<file path="src/rtl/rx_pkg.sv">
package rx_pkg;
  typedef enum logic [1:0] {
    ST_SEARCH = 2'd0,
    ST_START  = 2'd1,
    ST_DATA   = 2'd2,
    ST_STOP   = 2'd3
  } rx_state_e;
endpackage

</file>
<file path="src/rtl/rx_src_mux.sv">
module rx_src_mux #(
  parameter int SYNC_STAGES = 2
) (
  input  logic clk,
  input  logic rst_n,
  input  logic loop_en,
  input  logic loop_from_pin,
  input  logic tx_pin_out_dir,
  input  logic rxd_pin,
  input  logic tx_loop_bit,
  input  logic txd_pin_in,
  output logic line_s,
  output logic txd_drive_en
);
  logic                   raw;
  logic [SYNC_STAGES-1:0] sync_q;

  always_comb begin
    if (!loop_en)          raw = rxd_pin;
    else if (loop_from_pin) raw = txd_pin_in;
    else                   raw = tx_loop_bit;
    txd_drive_en = !(loop_en && loop_from_pin) || tx_pin_out_dir;
  end

  generate
    if (SYNC_STAGES == 1) begin : g_one
      always_ff @(posedge clk or negedge rst_n)
        if (!rst_n) sync_q <= '1;
        else        sync_q <= raw;
    end else begin : g_chain
      always_ff @(posedge clk or negedge rst_n)
        if (!rst_n) sync_q <= '1;
        else        sync_q <= {sync_q[SYNC_STAGES-2:0], raw};
    end
  endgenerate

  assign line_s = sync_q[SYNC_STAGES-1];
endmodule

</file>
<file path="src/rtl/rx_frame_fsm.sv">
module rx_frame_fsm
  import rx_pkg::*;
#(
  parameter int OSR    = 16,
  parameter int WORD_W = 9
) (
  input  logic              clk,
  input  logic              rst_n,
  input  logic              en,
  input  logic              tick,
  input  logic              line,
  input  logic              nine_bits,
  input  logic              parity_en,
  input  logic              parity_odd,
  output logic              done,
  output logic [WORD_W-1:0] word,
  output logic              fe,
  output logic              nf,
  output logic              pf,
  output logic              msb,
  output logic              start_seen,
  output logic              searching
);
  localparam int CW = $clog2(OSR);
  localparam int BW = $clog2(WORD_W + 1);
  localparam logic [CW-1:0] SMP_A = CW'(OSR / 2 - 1);
  localparam logic [CW-1:0] SMP_B = CW'(OSR / 2);
  localparam logic [CW-1:0] SMP_C = CW'(OSR / 2 + 1);
  localparam logic [CW-1:0] LAST  = CW'(OSR - 1);

  rx_state_e         state;
  logic [CW-1:0]     cnt;
  logic [BW-1:0]     bidx;
  logic [WORD_W-1:0] shreg;
  logic              s_a, s_b, noise_acc;
  logic              vote, disagree;
  logic [BW-1:0]     last_bit;
  logic [WORD_W-1:0] aligned;

  always_comb begin
    vote      = (s_a & s_b) | (s_a & line) | (s_b & line);
    disagree  = !((s_a == s_b) && (s_b == line));
    last_bit  = nine_bits ? BW'(WORD_W - 1) : BW'(WORD_W - 2);
    aligned   = nine_bits ? shreg : {1'b0, shreg[WORD_W-1:1]};
    searching = (state == ST_SEARCH);
  end

  always_ff @(posedge clk or negedge rst_n) begin
    if (!rst_n) begin
      state <= ST_SEARCH; cnt <= '0; bidx <= '0; shreg <= '0;
      s_a <= 1'b1; s_b <= 1'b1; noise_acc <= 1'b0;
      done <= 1'b0; word <= '0; fe <= 1'b0; nf <= 1'b0; pf <= 1'b0;
      msb <= 1'b0; start_seen <= 1'b0;
    end else begin
      done       <= 1'b0;
      start_seen <= 1'b0;
      if (!en) begin
        state <= ST_SEARCH;
        cnt   <= '0;
      end else if (tick) begin
        if (state == ST_SEARCH) begin
          if (!line) begin
            state      <= ST_START;
            cnt        <= CW'(1);
            start_seen <= 1'b1;
            noise_acc  <= 1'b0;
          end
        end else begin
          cnt <= (cnt == LAST) ? '0 : cnt + 1'b1;
          if (cnt == SMP_A) s_a <= line;
          if (cnt == SMP_B) s_b <= line;
          if (cnt == SMP_C) begin
            case (state)
              ST_START: if (vote) state <= ST_SEARCH;
                        else noise_acc <= disagree;
              ST_DATA: begin
                shreg     <= {vote, shreg[WORD_W-1:1]};
                noise_acc <= noise_acc | disagree;
              end
              ST_STOP: begin
                done  <= 1'b1;
                fe    <= !vote;
                nf    <= noise_acc | disagree;
                word  <= aligned;
                pf    <= parity_en & ((^aligned) ^ parity_odd);
                msb   <= nine_bits ? aligned[WORD_W-1] : aligned[WORD_W-2];
                state <= ST_SEARCH;
              end
              default: ;
            endcase
          end
          if (cnt == LAST) begin
            case (state)
              ST_START: begin state <= ST_DATA; bidx <= '0; end
              ST_DATA: begin
                if (bidx == last_bit) state <= ST_STOP;
                else                  bidx  <= bidx + 1'b1;
              end
              default: ;
            endcase
          end
        end
      end
    end
  end

  AST_DONE_AFTER_STOP: assert property (@(posedge clk) disable iff (!rst_n)
    done |-> ($past(state) == ST_STOP));
  AST_FALSE_START_DROP: assert property (@(posedge clk) disable iff (!rst_n)
    (en && tick && state == ST_START && cnt == SMP_C && vote) |=> (state == ST_SEARCH && !done));
endmodule

</file>
<file path="src/rtl/rx_idle_det.sv">
module rx_idle_det #(
  parameter int OSR    = 16,
  parameter int WORD_W = 9
) (
  input  logic clk,
  input  logic rst_n,
  input  logic en,
  input  logic tick,
  input  logic line,
  input  logic after_stop,
  input  logic searching,
  input  logic start_seen,
  input  logic nine_bits,
  output logic idle_evt,
  output logic active
);
  localparam int TW = $clog2((WORD_W + 2) * OSR + 1);
  localparam logic [TW-1:0] LONG_T  = TW'((WORD_W + 2) * OSR);
  localparam logic [TW-1:0] SHORT_T = TW'((WORD_W + 1) * OSR);

  logic [TW-1:0] run_cnt;
  logic [TW-1:0] thresh;
  logic          count_ok;

  always_comb begin
    thresh   = nine_bits ? LONG_T : SHORT_T;
    count_ok = after_stop ? searching : 1'b1;
  end

  always_ff @(posedge clk or negedge rst_n) begin
    if (!rst_n) begin
      run_cnt <= '0; idle_evt <= 1'b0; active <= 1'b0;
    end else begin
      idle_evt <= 1'b0;
      if (!en) begin
        run_cnt <= '0;
        active  <= 1'b0;
      end else begin
        if (start_seen) active <= 1'b1;
        if (tick) begin
          if (!line || !count_ok) run_cnt <= '0;
          else if (run_cnt != thresh) run_cnt <= run_cnt + 1'b1;
          if (line && count_ok && run_cnt == thresh - 1'b1 && active) begin
            idle_evt <= 1'b1;
            active   <= 1'b0;
          end
        end
      end
    end
  end

  AST_IDLE_ON_HIGH_LINE: assert property (@(posedge clk) disable iff (!rst_n)
    idle_evt |-> $past(line));
  AST_RAF_DROPS_ON_IDLE: assert property (@(posedge clk) disable iff (!rst_n)
    (idle_evt && !start_seen) |-> !active);
endmodule

</file>
<file path="src/rtl/serial_rx_wake.sv">
module serial_rx_wake #(
  parameter int OSR         = 16,
  parameter int WORD_W      = 9,
  parameter int SYNC_STAGES = 2
) (
  input  logic              clk,
  input  logic              rst_n,
  input  logic              baud_tick,
  input  logic              rx_en,
  input  logic              nine_bits,
  input  logic              parity_en,
  input  logic              parity_odd,
  input  logic              wake_on_addr,
  input  logic              idle_after_stop,
  input  logic              loop_en,
  input  logic              loop_from_pin,
  input  logic              tx_pin_out_dir,
  input  logic              rx_irq_en,
  input  logic              idle_irq_en,
  input  logic              sleep_req,
  input  logic              rxd_pin,
  input  logic              tx_loop_bit,
  input  logic              txd_pin_in,
  output logic              txd_drive_en,
  output logic [WORD_W-1:0] out_data,
  output logic              out_valid,
  input  logic              out_ready,
  output logic              flag_overrun,
  output logic              flag_noise,
  output logic              flag_frame,
  output logic              flag_parity,
  output logic              flag_idle,
  output logic              rx_active,
  output logic              rx_sleep,
  output logic              irq_rx,
  output logic              irq_idle
);
  logic              line_s, done, fe_n, nf_n, pf_n, msb_n, start_seen, searching, idle_evt;
  logic [WORD_W-1:0] word_n;
  logic              pop, addr_hit, accept, idle_wake;

  rx_src_mux #(.SYNC_STAGES(SYNC_STAGES)) u_mux (
    .clk(clk), .rst_n(rst_n), .loop_en(loop_en), .loop_from_pin(loop_from_pin),
    .tx_pin_out_dir(tx_pin_out_dir), .rxd_pin(rxd_pin), .tx_loop_bit(tx_loop_bit),
    .txd_pin_in(txd_pin_in), .line_s(line_s), .txd_drive_en(txd_drive_en));

  rx_frame_fsm #(.OSR(OSR), .WORD_W(WORD_W)) u_fsm (
    .clk(clk), .rst_n(rst_n), .en(rx_en), .tick(baud_tick), .line(line_s),
    .nine_bits(nine_bits), .parity_en(parity_en), .parity_odd(parity_odd),
    .done(done), .word(word_n), .fe(fe_n), .nf(nf_n), .pf(pf_n), .msb(msb_n),
    .start_seen(start_seen), .searching(searching));

  rx_idle_det #(.OSR(OSR), .WORD_W(WORD_W)) u_idle (
    .clk(clk), .rst_n(rst_n), .en(rx_en), .tick(baud_tick), .line(line_s),
    .after_stop(idle_after_stop), .searching(searching), .start_seen(start_seen),
    .nine_bits(nine_bits), .idle_evt(idle_evt), .active(rx_active));

  always_comb begin
    pop       = out_valid && out_ready;
    addr_hit  = done && wake_on_addr && msb_n;
    idle_wake = idle_evt && !wake_on_addr;
    accept    = done && (!rx_sleep || addr_hit);
    irq_rx    = rx_irq_en && (out_valid || flag_overrun);
    irq_idle  = idle_irq_en && flag_idle;
  end

  always_ff @(posedge clk or negedge rst_n) begin
    if (!rst_n) begin
      out_data <= '0; out_valid <= 1'b0; flag_overrun <= 1'b0; flag_noise <= 1'b0;
      flag_frame <= 1'b0; flag_parity <= 1'b0; flag_idle <= 1'b0; rx_sleep <= 1'b0;
    end else begin
      if (accept && out_valid && !pop) begin
        flag_overrun <= 1'b1;
      end else if (accept) begin
        out_valid    <= 1'b1;
        out_data     <= word_n;
        flag_noise   <= nf_n;
        flag_frame   <= fe_n;
        flag_parity  <= pf_n;
        flag_overrun <= 1'b0;
      end else if (pop) begin
        out_valid    <= 1'b0;
        flag_overrun <= 1'b0;
        flag_noise   <= 1'b0;
        flag_frame   <= 1'b0;
        flag_parity  <= 1'b0;
      end
      if (start_seen)                   flag_idle <= 1'b0;
      else if (idle_evt && !rx_sleep)   flag_idle <= 1'b1;
      if (sleep_req)                              rx_sleep <= 1'b1;
      else if (rx_sleep && (idle_wake || addr_hit)) rx_sleep <= 1'b0;
    end
  end

  AST_OVR_HOLDS_WORD: assert property (@(posedge clk) disable iff (!rst_n)
    (accept && out_valid && !out_ready) |=> ($stable(out_data) && flag_overrun));
  AST_NF_KEPT_ON_OVR: assert property (@(posedge clk) disable iff (!rst_n)
    (accept && out_valid && !out_ready) |=> $stable(flag_noise));
  AST_POP_CLEARS: assert property (@(posedge clk) disable iff (!rst_n)
    (pop && !accept) |=> (!out_valid && !flag_overrun && !flag_frame));
  AST_SLEEP_SILENT: assert property (@(posedge clk) disable iff (!rst_n)
    (rx_sleep && !addr_hit) |=> (!$rose(out_valid) && !$rose(flag_idle)));
endmodule

</file>
<file path="config.mk">
export PLATFORM = sky130hd
export DESIGN_NAME = serial_rx_wake
export DESIGN_NICKNAME = d
export VERILOG_FILES = /design/src/rtl/rx_pkg.sv /design/src/rtl/rx_src_mux.sv /design/src/rtl/rx_frame_fsm.sv /design/src/rtl/rx_idle_det.sv /design/src/rtl/serial_rx_wake.sv
export SDC_FILE = /design/constraint.sdc
export NUM_CORES = 1
export LEC_CHECK = 0
export BUFFER_PORTS_ARGS = -buffer_cell sky130_fd_sc_hd__clkbuf_2
export CORE_ASPECT_RATIO = 0.9
export CORE_MARGIN = 8
export CORE_UTILIZATION = 43
export DETAILED_ROUTE_END_ITERATION = 10
export GPL_TIMING_DRIVEN = 1
export HOLD_SLACK_MARGIN = 0.02
export PLACE_DENSITY_LB_ADDON = 0.15
export SLEW_MARGIN = 5
export SYNTH_ARGS = -nofsm -noshare
export SYNTH_HDL_FRONTEND = slang
export SYNTH_HIERARCHICAL = 1
export SYNTH_SLANG_ARGS = --single-unit
</file>
<file path="constraint.sdc">
create_clock -name clk -period 4.75 [get_ports clk]
set_clock_uncertainty 0.05 [all_clocks]
set_input_delay 0.475 -clock clk [delete_from_list [all_inputs] [get_ports clk]]
set_output_delay 0.475 -clock clk [all_outputs]
set_load 0.01 [all_outputs]
</file>
# Yosys cells after proc, flatten, opt, wreduce, memory -nomap -nowiden

Index checks and enable logic that the tools add are counted.

Input bits: 19
Output and inout bits: 20
Word-level logic and storage cells: 166
Register bits after elaboration: 65

Eq/ne operators: 18
Bitwise gates (word level): 10
Multiplexer cells: 60
Reduce and logical (&&, ||, !) cells: 48
$add $sub $neg: 4

Operator list:

| cell                  | number |
|---|---|
| $mux W1               | 35 |
| $mux W8               | 4 |
| $mux W4               | 7 |
| $logic_and A1 B1 Y1   | 16 |
| $mux W2               | 8 |
| $eq A4 B4 Y1 const B  | 3 |
| $reduce_and A6 Y1     | 2 |
| $reduce_and A5 Y1     | 2 |
| $reduce_bool A2 Y1    | 5 |
| $mux W9               | 1 |
| $reduce_xor A9 Y1     | 1 |
| $add A4 B1 Y4 const B | 2 |
| $add A8 B1 Y8 const B | 1 |
| $eq A8 B8 Y1          | 1 |
| $logic_not A1 Y1      | 8 |
| $ne A8 B8 Y1          | 1 |
| $pmux W2 S2           | 2 |
| $pmux W4 S2           | 1 |
| $reduce_and A2 Y1     | 4 |
| $reduce_and A4 Y1     | 2 |
| $sub A8 B1 Y8 const B | 1 |
| $ne A2 B2 Y1 const B  | 3 |
| $reduce_bool A3 Y1    | 2 |
| $logic_or A1 B1 Y1    | 5 |
| 15 further kinds      | 23 |

# Depth between registers and ports, before layout

Gate-level depths: netlist of the first run.

Word-level depth: 12
Mapped depth: 8

# Hierarchy

Netlist of the first run, hierarchy kept.

Modules (own cells, without submodules):

| module         | area each (µm²) | sequential area each (µm²) | cells each | times used |
|---|---|---|---|---|
| rx_frame_fsm   | 2,037.0         | 928.4                      | 183        | 1 |
| serial_rx_wake | 750.7           | 400.4                      | 64         | 1 |
| rx_idle_det    | 700.7           | 250.2                      | 84         | 1 |
| rx_src_mux     | 78.8            | 52.6                       | 6          | 1 |

# Least setup slack after synthesis of the first run

No wires, ideal clock.

Path type: reg-to-reg
Start: register u_fsm.state[0]
End: register u_fsm.bidx[0]
Clock period less this slack: 1.791 ns
Setup slack: 2.959 ns
Path buffers: 1
Cell stages (with the launch flop): 8
Data required time: 4.575 ns
Data arrival time: 1.615 ns
Library setup time: 0.125 ns
Path through: dfrtp_1 -> inv_1 -> ha_1 -> and3b_1 -> buf_4 -> o211ai_4 -> a21oi_2 -> mux2_4

Cells in the longest elaborated chain, start to end: 3

RTL lines:

| item                        | line                 | source |
|---|---|---|
| from (decl)                 | rx_frame_fsm.sv:31   | `rx_state_e state;` |
| from (signal assigned)      | rx_frame_fsm.sv:50   | `state <= ST_SEARCH; cnt <= '0; bidx <= '0; shreg <= '0;` |
| from (signal assigned)      | rx_frame_fsm.sv:58   | `state <= ST_SEARCH;` |
| from (signal assigned)      | rx_frame_fsm.sv:63   | `state <= ST_START;` |
| $logic_not A2 Y1            | n/a                  |  |
| net searching               | serial_rx_wake.sv:38 | `logic line_s, done, fe_n, nf_n, pf_n, msb_n, start_seen, searching, idle_evt;` |
| $not A1 Y1 (no line)        | n/a                  |  |
| $reduce_and A6 Y1 (no line) | n/a                  |  |
| to (signal assigned)        | rx_frame_fsm.sv:97   | `else bidx <= bidx + 1'b1;` |
| to (decl)                   | rx_frame_fsm.sv:33   | `logic [BW-1:0] bidx;` |

The timed path passes the listed nets, and every way through them passes these cells.
A chain may end at the register's enable or synchronous reset.

# Worst setup path in the final report of the first run

Start: register u_fsm.state[0]
End: register u_idle.idle_evt

Cells in the longest elaborated chain, start to end: 8

RTL lines:

| item                             | line                 | source |
|---|---|---|
| $logic_not A2 Y1                 | rx_frame_fsm.sv:45   | `searching = (state == ST_SEARCH);` |
| net searching                    | serial_rx_wake.sv:38 |  |
| $mux W1                          | rx_idle_det.sv:27    | `count_ok = after_stop ? searching : 1'b1;` |
| $logic_and A1 B1 Y1 (3 in a row) | rx_idle_det.sv:43    | `if (line && count_ok && run_cnt == thresh - 1'b1 && active) begin` |
| $mux W1                          | rx_idle_det.sv:43    |  |
| $mux W1                          | rx_idle_det.sv:40    | `if (tick) begin` |
| $mux W1                          | rx_idle_det.sv:35    | `if (!en) begin` |
| to (signal assigned)             | rx_idle_det.sv:32    | `run_cnt <= '0; idle_evt <= 1'b0; active <= 1'b0;` |
| to (signal assigned)             | rx_idle_det.sv:34    | `idle_evt <= 1'b0;` |
| to (signal assigned)             | rx_idle_det.sv:44    | `idle_evt <= 1'b1;` |
| to (decl)                        | rx_idle_det.sv:14    | `output logic idle_evt,` |

The timed path passes the listed nets, and every way through them passes these cells.

==> impl_metrics.json, run 1 <==
{
  "grt-ovfl-total": 0,
  "synth_top_area_cell": "dfrtp_1",
  "fmax_ghz": 0.4177,
  "critPathArrivalTime_ns": 2.62,
  "placed_area_um2": 3825,
  "clock_path_buffers": 2,
  "dr.pass1.iters": 5,
  "finalSetupViolations": 0,
  "yosys_most_used_dff": "dfrtp_1",
  "dp_hpwl_mm": 5.022,
  "postSynthAreaPerCell_um2": 10.59,
  "required_ns": 4.98,
  "synth_nets": 369,
  "ios": 39,
  "status": "finished clean",
  "cts_tree": "built",
  "powerDensity_nw_per_um2": 277.3,
  "seq_area_frac_synth_pct": 45.74,
  "dp_slack_ns": 2.398,
  "port_buffers": 38,
  "hold_start": "loop_en",
  "slowest_stage": "a21oi_1",
  "layout.nets": 406,
  "grt_pass1_vias": 2491,
  "yosysMostFrequentCell": "dfrtp_1",
  "synth.top_cells.by_count": "dfrtp_1 (61), nand2_1 (40), mux2_2 (22)",
  "antenna_found_initial": 0,
  "fin_area_um2": 4021,
  "ant_nets": 0,
  "place_inst": 462,
  "synth-edff-count": 0,
  "crit_chain": "inv_1 -> ha_1 -> inv_1 -> a21oi_1 -> nor4b_1 -> and2_1",
  "vias": 2607,
  "cts_made_buffers": 9,
  "critPathMaxStageDelay_ns": 0.75,
  "async_flop_share_pct": 100.0,
  "rsz0062_at_grt": "no",
  "ir_worst_vdd_mv": 0.1798,
  "slew_violations": 0,
  "path_clk_slew_ns": 0.07,
  "dieArea_um2": 11470,
  "root_buffer": "clkbuf_8",
  "reg2reg_from": "u_fsm/state[0]$_DFFE_PN0P_",
  "synthCells": 337,
  "core_um2": 8068,
  "grt_max_degree": 66,
  "slew_headroom_pct": 36.59,
  "setup_ws_ns": 2.356,
  "cts.sinks": 65,
  "start_util_pct": 44.22,
  "synth_area_leaders": "dfrtp_1 (43%), mux2_2 (6.9%), ha_1 (4.6%)",
  "die_width_um": 112.0,
  "final.min_clock_period_ns": 2.394,
  "wl_met2_mm": 3.186,
  "yosys_warnings": 6,
  "insertion_delay_ns": 0.34,
  "grtUsageTotal_pct": 13.34,
  "wl_met3_um": 374,
  "layoutNonFillerInstCount": 478,
  "ys_types": 63,
  "endpoint_kind": "flop",
  "setup_tns_ns": 0,
  "min_path_type": "in2reg",
  "routed_wl_mm": 7.235,
  "cap_violations": 0,
  "h-tree-depth": 3,
  "ys_seq_elements": 65,
  "first_iter_violations": 157,
  "diodes": 0,
  "syn_to_final_growth_pct": 12.73,
  "drc_errors": 0,
  "drive_gt1_share_pct": 25.07,
  "synth_top_area_share_pct": 42.79,
  "fin_crit_sh_pct": 50.40,
  "cts_resized": 0,
  "wire_per_inst_um": 15.14,
  "rows": 31,
  "wl_met1_mm": 3.608,
  "ctsHoldBuffers": 0,
  "p_leak_nw": 1.885,
  "finalHoldViolCount": 0,
  "synthesis.area_um2": 3567,
  "setup.worst_path.class": "reg2reg",
  "path_max_fanout": 12,
  "timing.critical_path.from": "u_fsm/state[0]$_DFFE_PN0P_",
  "die_h_um": 102.4,
  "topRoutingLayerUsed": "met4",
  "grt_pass1_wl_mm": 12.34,
  "post_cts_buffers": 0,
  "worst_slew_pin_slew_ns": 0.9511,
  "vias_per_cell": 5.454,
  "cpMostUsedCell": "inv_1",
  "globalplace.congestion": 0.8277,
  "critPathLaunchType": "flop"
}
-- stage by stage --
step | util, % | hold slack [ns] | total power, mW
finish | 49.84 | 0.2432 | 1.115
detailed placement | 47.41 | 0.2987 | 0.6617
global route | 49.84 | 0.2356 | 1.169
CTS | 49.84 | 0.2282 | 1.137
floorplan | - | 0.1294 | 0.6261
global placement | 47.41 | 0.2965 | 0.6612
-- logic make-up after synthesis --
| family | synth area share (%) |
|---|---|
| AOI/OAI and AO/OA | 13.75 |
| xor gates and xnor gates | 2.736 |
| and+or+nand+nor | 18.34 |
| DFF | 45.74 |
| adders and majority gates | 4.560 |
| buffers and inverters | 3.578 |
| muxes | 11.29 |
-- final timing paths --
| path | to | slack [ns] | cells after the start |
|---|---|---|---|
| min in group asynchronous | out_data[7]$_DFFE_PN0P_ | 0.25 | 2 |
| worst max register to register | u_idle/idle_evt$_DFF_PN0_ | 2.36 | 6 |
| max in group asynchronous | u_idle/run_cnt[3]$_DFFE_PN0P_ | 3.87 | 2 |
| worst max-delay path | u_idle/idle_evt$_DFF_PN0_ | 2.36 | 6 |
| worst min register to register | u_mux/sync_q[1]$_DFF_PN1_ | 0.31 | 0 |
| worst min-delay path | u_mux/sync_q[0]$_DFF_PN1_ | 0.24 | 2 |
-- power by group --
part	total [mW]	leakage, nW	switching (mW)	internal, mW
logic	0.0811	0.924	0.0534	0.0278
registers	0.570	0.866	0.00801	0.562
clock network	0.464	0.0953	0.209	0.255
-- routing by layer --
layer | global-route usage [%] | vias to the layer above
met5 | 0 | -
met4 | 4.244 | 0
met3 | 4.666 | 6
met2 | 20.28 | 47
met1 | 17.49 | 1259
li1 | - | 1295
-- cell type report --
type	count	area [um2]
clock inverter	5	55.05
sequential	65	1632
fill	751	4046
inverter	17	63.81
timing repair buffer	39	197.7
tap	99	123.9
clock buffer	11	141.4
multi-input combinational	242	1808
-- worst max-delay path, delay by kind of cell, from the launching register on --
family                     cells  cell delay, ns
and+or+nand+nor                2            0.56
adders and majority gates      1            0.29
buffers and inverters          2            0.26
AOI/OAI and AO/OA              1            0.75
DFF                            1            0.42
-- state kept, by name, indices dropped and copies added (netlist names), 2 cells and up --
signal,cells
u_mux/sync_q,2
u_fsm/word,9
u_fsm/shreg,9
u_fsm/state,2
u_fsm/cnt,4
out_data,9
u_fsm/bidx,4
u_idle/run_cnt,8
-- layout by cell type (no fill, tap or decap), types with 10 or more instances in the layout --
master     n
a21oi_1   14
o21ai_0   15
mux2i_1   14
inv_1     17
ha_1      13
clkbuf_8  10
dfrtp_1   61
mux2_2    22
nand2_1   40
clkbuf_2  37
Power figures use the tool's default switching activity.
==> run 2, diff against run 1 <==
--- a/config.mk
+++ b/config.mk
@@ -5,6 +5,7 @@
 export SDC_FILE = /design/constraint.sdc
 export NUM_CORES = 1
 export LEC_CHECK = 0
+export ABC_AREA = 1
 export BUFFER_PORTS_ARGS = -buffer_cell sky130_fd_sc_hd__clkbuf_2
 export CORE_ASPECT_RATIO = 0.9
 export CORE_MARGIN = 8
==> constraint.sdc (replaced) <==
create_clock -name clk -period 2.1 [get_ports clk]
set_clock_uncertainty 0.05 [all_clocks]
set_input_delay 0.21 -clock clk [delete_from_list [all_inputs] [get_ports clk]]
set_output_delay 0.21 -clock clk [all_outputs]
set_load 0.01 [all_outputs]
==> run 2 against run 1 <==
Count of clock-buffer cells in the layout fell by 2. Hold slack got worse by 0.15 ns. Via count is 16% higher. Core utilization grew 1.1 points. Cell area increased by 2.8%. Critical path type unchanged. Largest cell class unchanged.
==> impl_metrics.json, run 2 <==
{
  "post_cts_buffers": 0,
  "clkPwrFrac_pct": 44.6,
  "cap_violations": 0,
  "final_common_cell": "nand2_1",
  "grt_pass1_vias": 2752,
  "dieArea_um2": 11580,
  "cts.sinks": 65,
  "globalplace.congestion": 0.8488,
  "yosys_most_used_dff": "dfrtp_1",
  "layout.nets": 544,
  "ys_types": 33,
  "fin_crit_sh_pct": 88.77,
  "grt-ovfl-total": 0,
  "root_buffer": "clkbuf_8",
  "r2r-end": "u_fsm/pf$_DFFE_PN0P_",
  "rows": 31,
  "synth_top_area_share_pct": 42.32,
  "setup.worst_path.class": "reg2reg",
  "setup.worst_path.end": "u_fsm/pf$_DFFE_PN0P_",
  "ys_seq_elements": 65,
  "slowest_stage": "dfrtp_1",
  "synth_area_leaders": "dfrtp_1 (42%), nand2_1 (16%), nand3_1 (6.1%)",
  "wire_per_inst_um": 11.87,
  "grtUsageTotal_pct": 13.56,
  "dp_hpwl_mm": 5.383,
  "layoutNonFillerInstCount": 616,
  "path_clk_slew_ns": 0.08,
  "critPathArrivalTime_ns": 2.10,
  "crit_family": "simple AND/OR/NAND/NOR gates",
  "worst_slew_pin_slew_ns": 0.4847,
  "setup_ws_ns": 0.2359,
  "antenna_found_initial": 0,
  "drive_gt1_share_pct": 18.38,
  "final_cell_mix": "nand2_1 (150), dfrtp_1 (61), inv_1 (55)",
  "synthCells": 465,
  "drc_errors": 0,
  "synthesis.area_um2": 3607,
  "worst_r2r_path_depth": 9,
  "crit_chain": "inv_1 -> ha_1 -> inv_1 -> nand2_2 -> nor2_2 -> nand2_2 -> nor2_1 -> nand3_1 -> nand2_1",
  "async_flop_share_pct": 100.0,
  "critPathMaxStageDelay_ns": 0.43,
  "finalPower_mw": 2.693,
  "r2r_slack_ns": 0.24,
  "critPathBufInv": 2,
  "setup_tns_ns": 0,
  "start_util_pct": 44.50,
  "h-tree-depth": 3,
  "port_buffers": 38,
  "die_width_um": 112.5,
  "endpoint_kind": "flop",
  "vias_per_cell": 4.901,
  "core_um2": 8107,
  "grt_max_degree": 49,
  "dp_slack_ns": 0.2829,
  "synth.top_cells.by_count": "nand2_1 (150), dfrtp_1 (61), inv_1 (55)",
  "powerDensity_nw_per_um2": 651.7,
  "reg2reg_from": "u_fsm/state[1]$_DFFE_PN0P_",
  "synth-edff-count": 0,
  "cts_made_buffers": 9,
  "synth_nets": 497,
  "insertion_delay_ns": 0.35,
  "status": "finished clean",
  "seq_area_frac_synth_pct": 45.23,
  "switchingPower_uw": 670.8,
  "die_h_um": 102.9,
  "critPathLaunchType": "flop",
  "clock_path_buffers": 2,
  "ant_nets": 0,
  "yosys_warnings": 6,
  "routed_wl_mm": 7.313,
  "ios": 39,
  "intPower_mw": 2.022,
  "place_inst": 595,
  "cp_num_cells": 9,
  "path_max_fanout": 25,
  "rsz0062_at_grt": "no",
  "final.min_clock_period_ns": 1.864,
  "vias": 3019,
  "slew_headroom_pct": 67.69,
  "min_path_type": "in2reg",
  "fmax_ghz": 0.5364,
  "p_leak_nw": 2.146,
  "finalHoldViolCount": 0,
  "first_iter_violations": 182,
  "required_ns": 2.34,
  "reg.largest.list": "out_data (9), u_fsm/shreg (9), u_fsm/word (9)",
  "cts_tree": "built",
  "diodes": 0,
  "seqPwrFrac_pct": 47.9,
  "finalSetupViolations": 0,
  "slew_violations": 0,
  "grt_pass1_wl_mm": 12.77,
  "combinationalPowerShare_pct": 7.5,
  "postSynthAreaPerCell_um2": 7.757,
  "timing.critical_path.from": "u_fsm/state[1]$_DFFE_PN0P_",
  "syn_to_final_growth_pct": 14.57,
  "ir_worst_vdd_mv": 0.4757,
  "dr.pass1.iters": 4,
  "switching_share_pct": 24.91,
  "synth_top_area_cell": "dfrtp_1",
  "yosysMostFrequentCell": "nand2_1"
}
[run 2: cell count changes after synthesis, moves of 9 or more]
cell	change
nand2_1	+110
inv_1	+38
nand3_1	+35
mux2_2	-22
nor2_1	+16
o21ai_0	+15
o21ai_1	+15
mux2i_1	-14
a21oi_1	-11
nand2_2	+11
nand3b_1	-9
[run 2: worst reg2reg max path, cell delays in order (launching register included)]
cell	delay, ns
dfrtp_1	0.43
inv_1	0.11
ha_1	0.25
inv_1	0.14
nand2_2	0.12
nor2_2	0.14
nand2_2	0.25
nor2_1	0.17
nand3_1	0.09
nand2_1	0.06
[run 2: worst min path at each step]
| stage | from | to | slack (ns) | depth (start not counted) |
|---|---|---|---|---|
| floorplan | rst_n | flag_frame$_DFFE_PN0P_ | -0.14 | 0 |
| global placement | rst_n | out_data[1]$_DFFE_PN0P_ | 0.14 | 1 |
| detailed placement | rst_n | out_data[1]$_DFFE_PN0P_ | 0.14 | 1 |
| CTS | wake_on_addr | rx_sleep$_DFFE_PN0P_ | 0.07 | 3 |
| global route | out_ready | flag_overrun$_DFFE_PN0P_ | 0.11 | 4 |
| finish | wake_on_addr | rx_sleep$_DFFE_PN0P_ | 0.09 | 3 |
[run 2: area by class of cell]
type	instances	area, um2
Clock buffer	9	123.9
Clock inverter	7	102.6
Fill cell	774	3974
Inverter	61	229.0
Multi-Input combinational cell	329	1647
Sequential cell	65	1632
Tap cell	99	123.9
Timing Repair Buffer	46	275.3
[run 2: power by group through the flow]
stage,sequential (mW),combinational (mW),clock [mW]
floorplan,1.31,0.119,0
global placement,1.31,0.196,0
detailed placement,1.31,0.198,0
CTS,1.29,0.206,1.25
global route,1.29,0.232,1.29
finish,1.29,0.202,1.20
[run 2: cells by family after synthesis]
group,after synthesis,share of synthesized area [%]
compound gates,66,10.72
fa+ha+maj,13,4.509
flops,65,45.23
simple gates,246,29.45
xor+xnor,4,0.9711
buf+inv,71,9.122
[run 2: metrics by stage]
stage,util (%),area [um2],hold WS [ns]
2_1_floorplan,-,3607,-0.1356
3_3_place_gp,47.57,3856,0.1381
3_5_place_dp,47.57,3856,0.1423
4_1_cts,50.98,4133,0.07284
5_1_grt,50.98,4133,0.1105
6_report,50.98,4133,0.08832
[run 2: timing repair]
action	4_1_cts	5_1_grt
hold buffers	5	0
endpoints found under the hold margin	19	0
resized for setup	0	0
setup endpoints to repair	0	0
[run 2: metal layers]
layer  wire [um]  share of wire (%)  up-vias  track usage, %
met4          85                1.2        0           4.451
met2        2989                 41       61           20.50
met3         452                6.2       10           5.094
li1            -                  -     1583               -
met1        3785                 52     1365           17.57
met5           0                  0        -               0
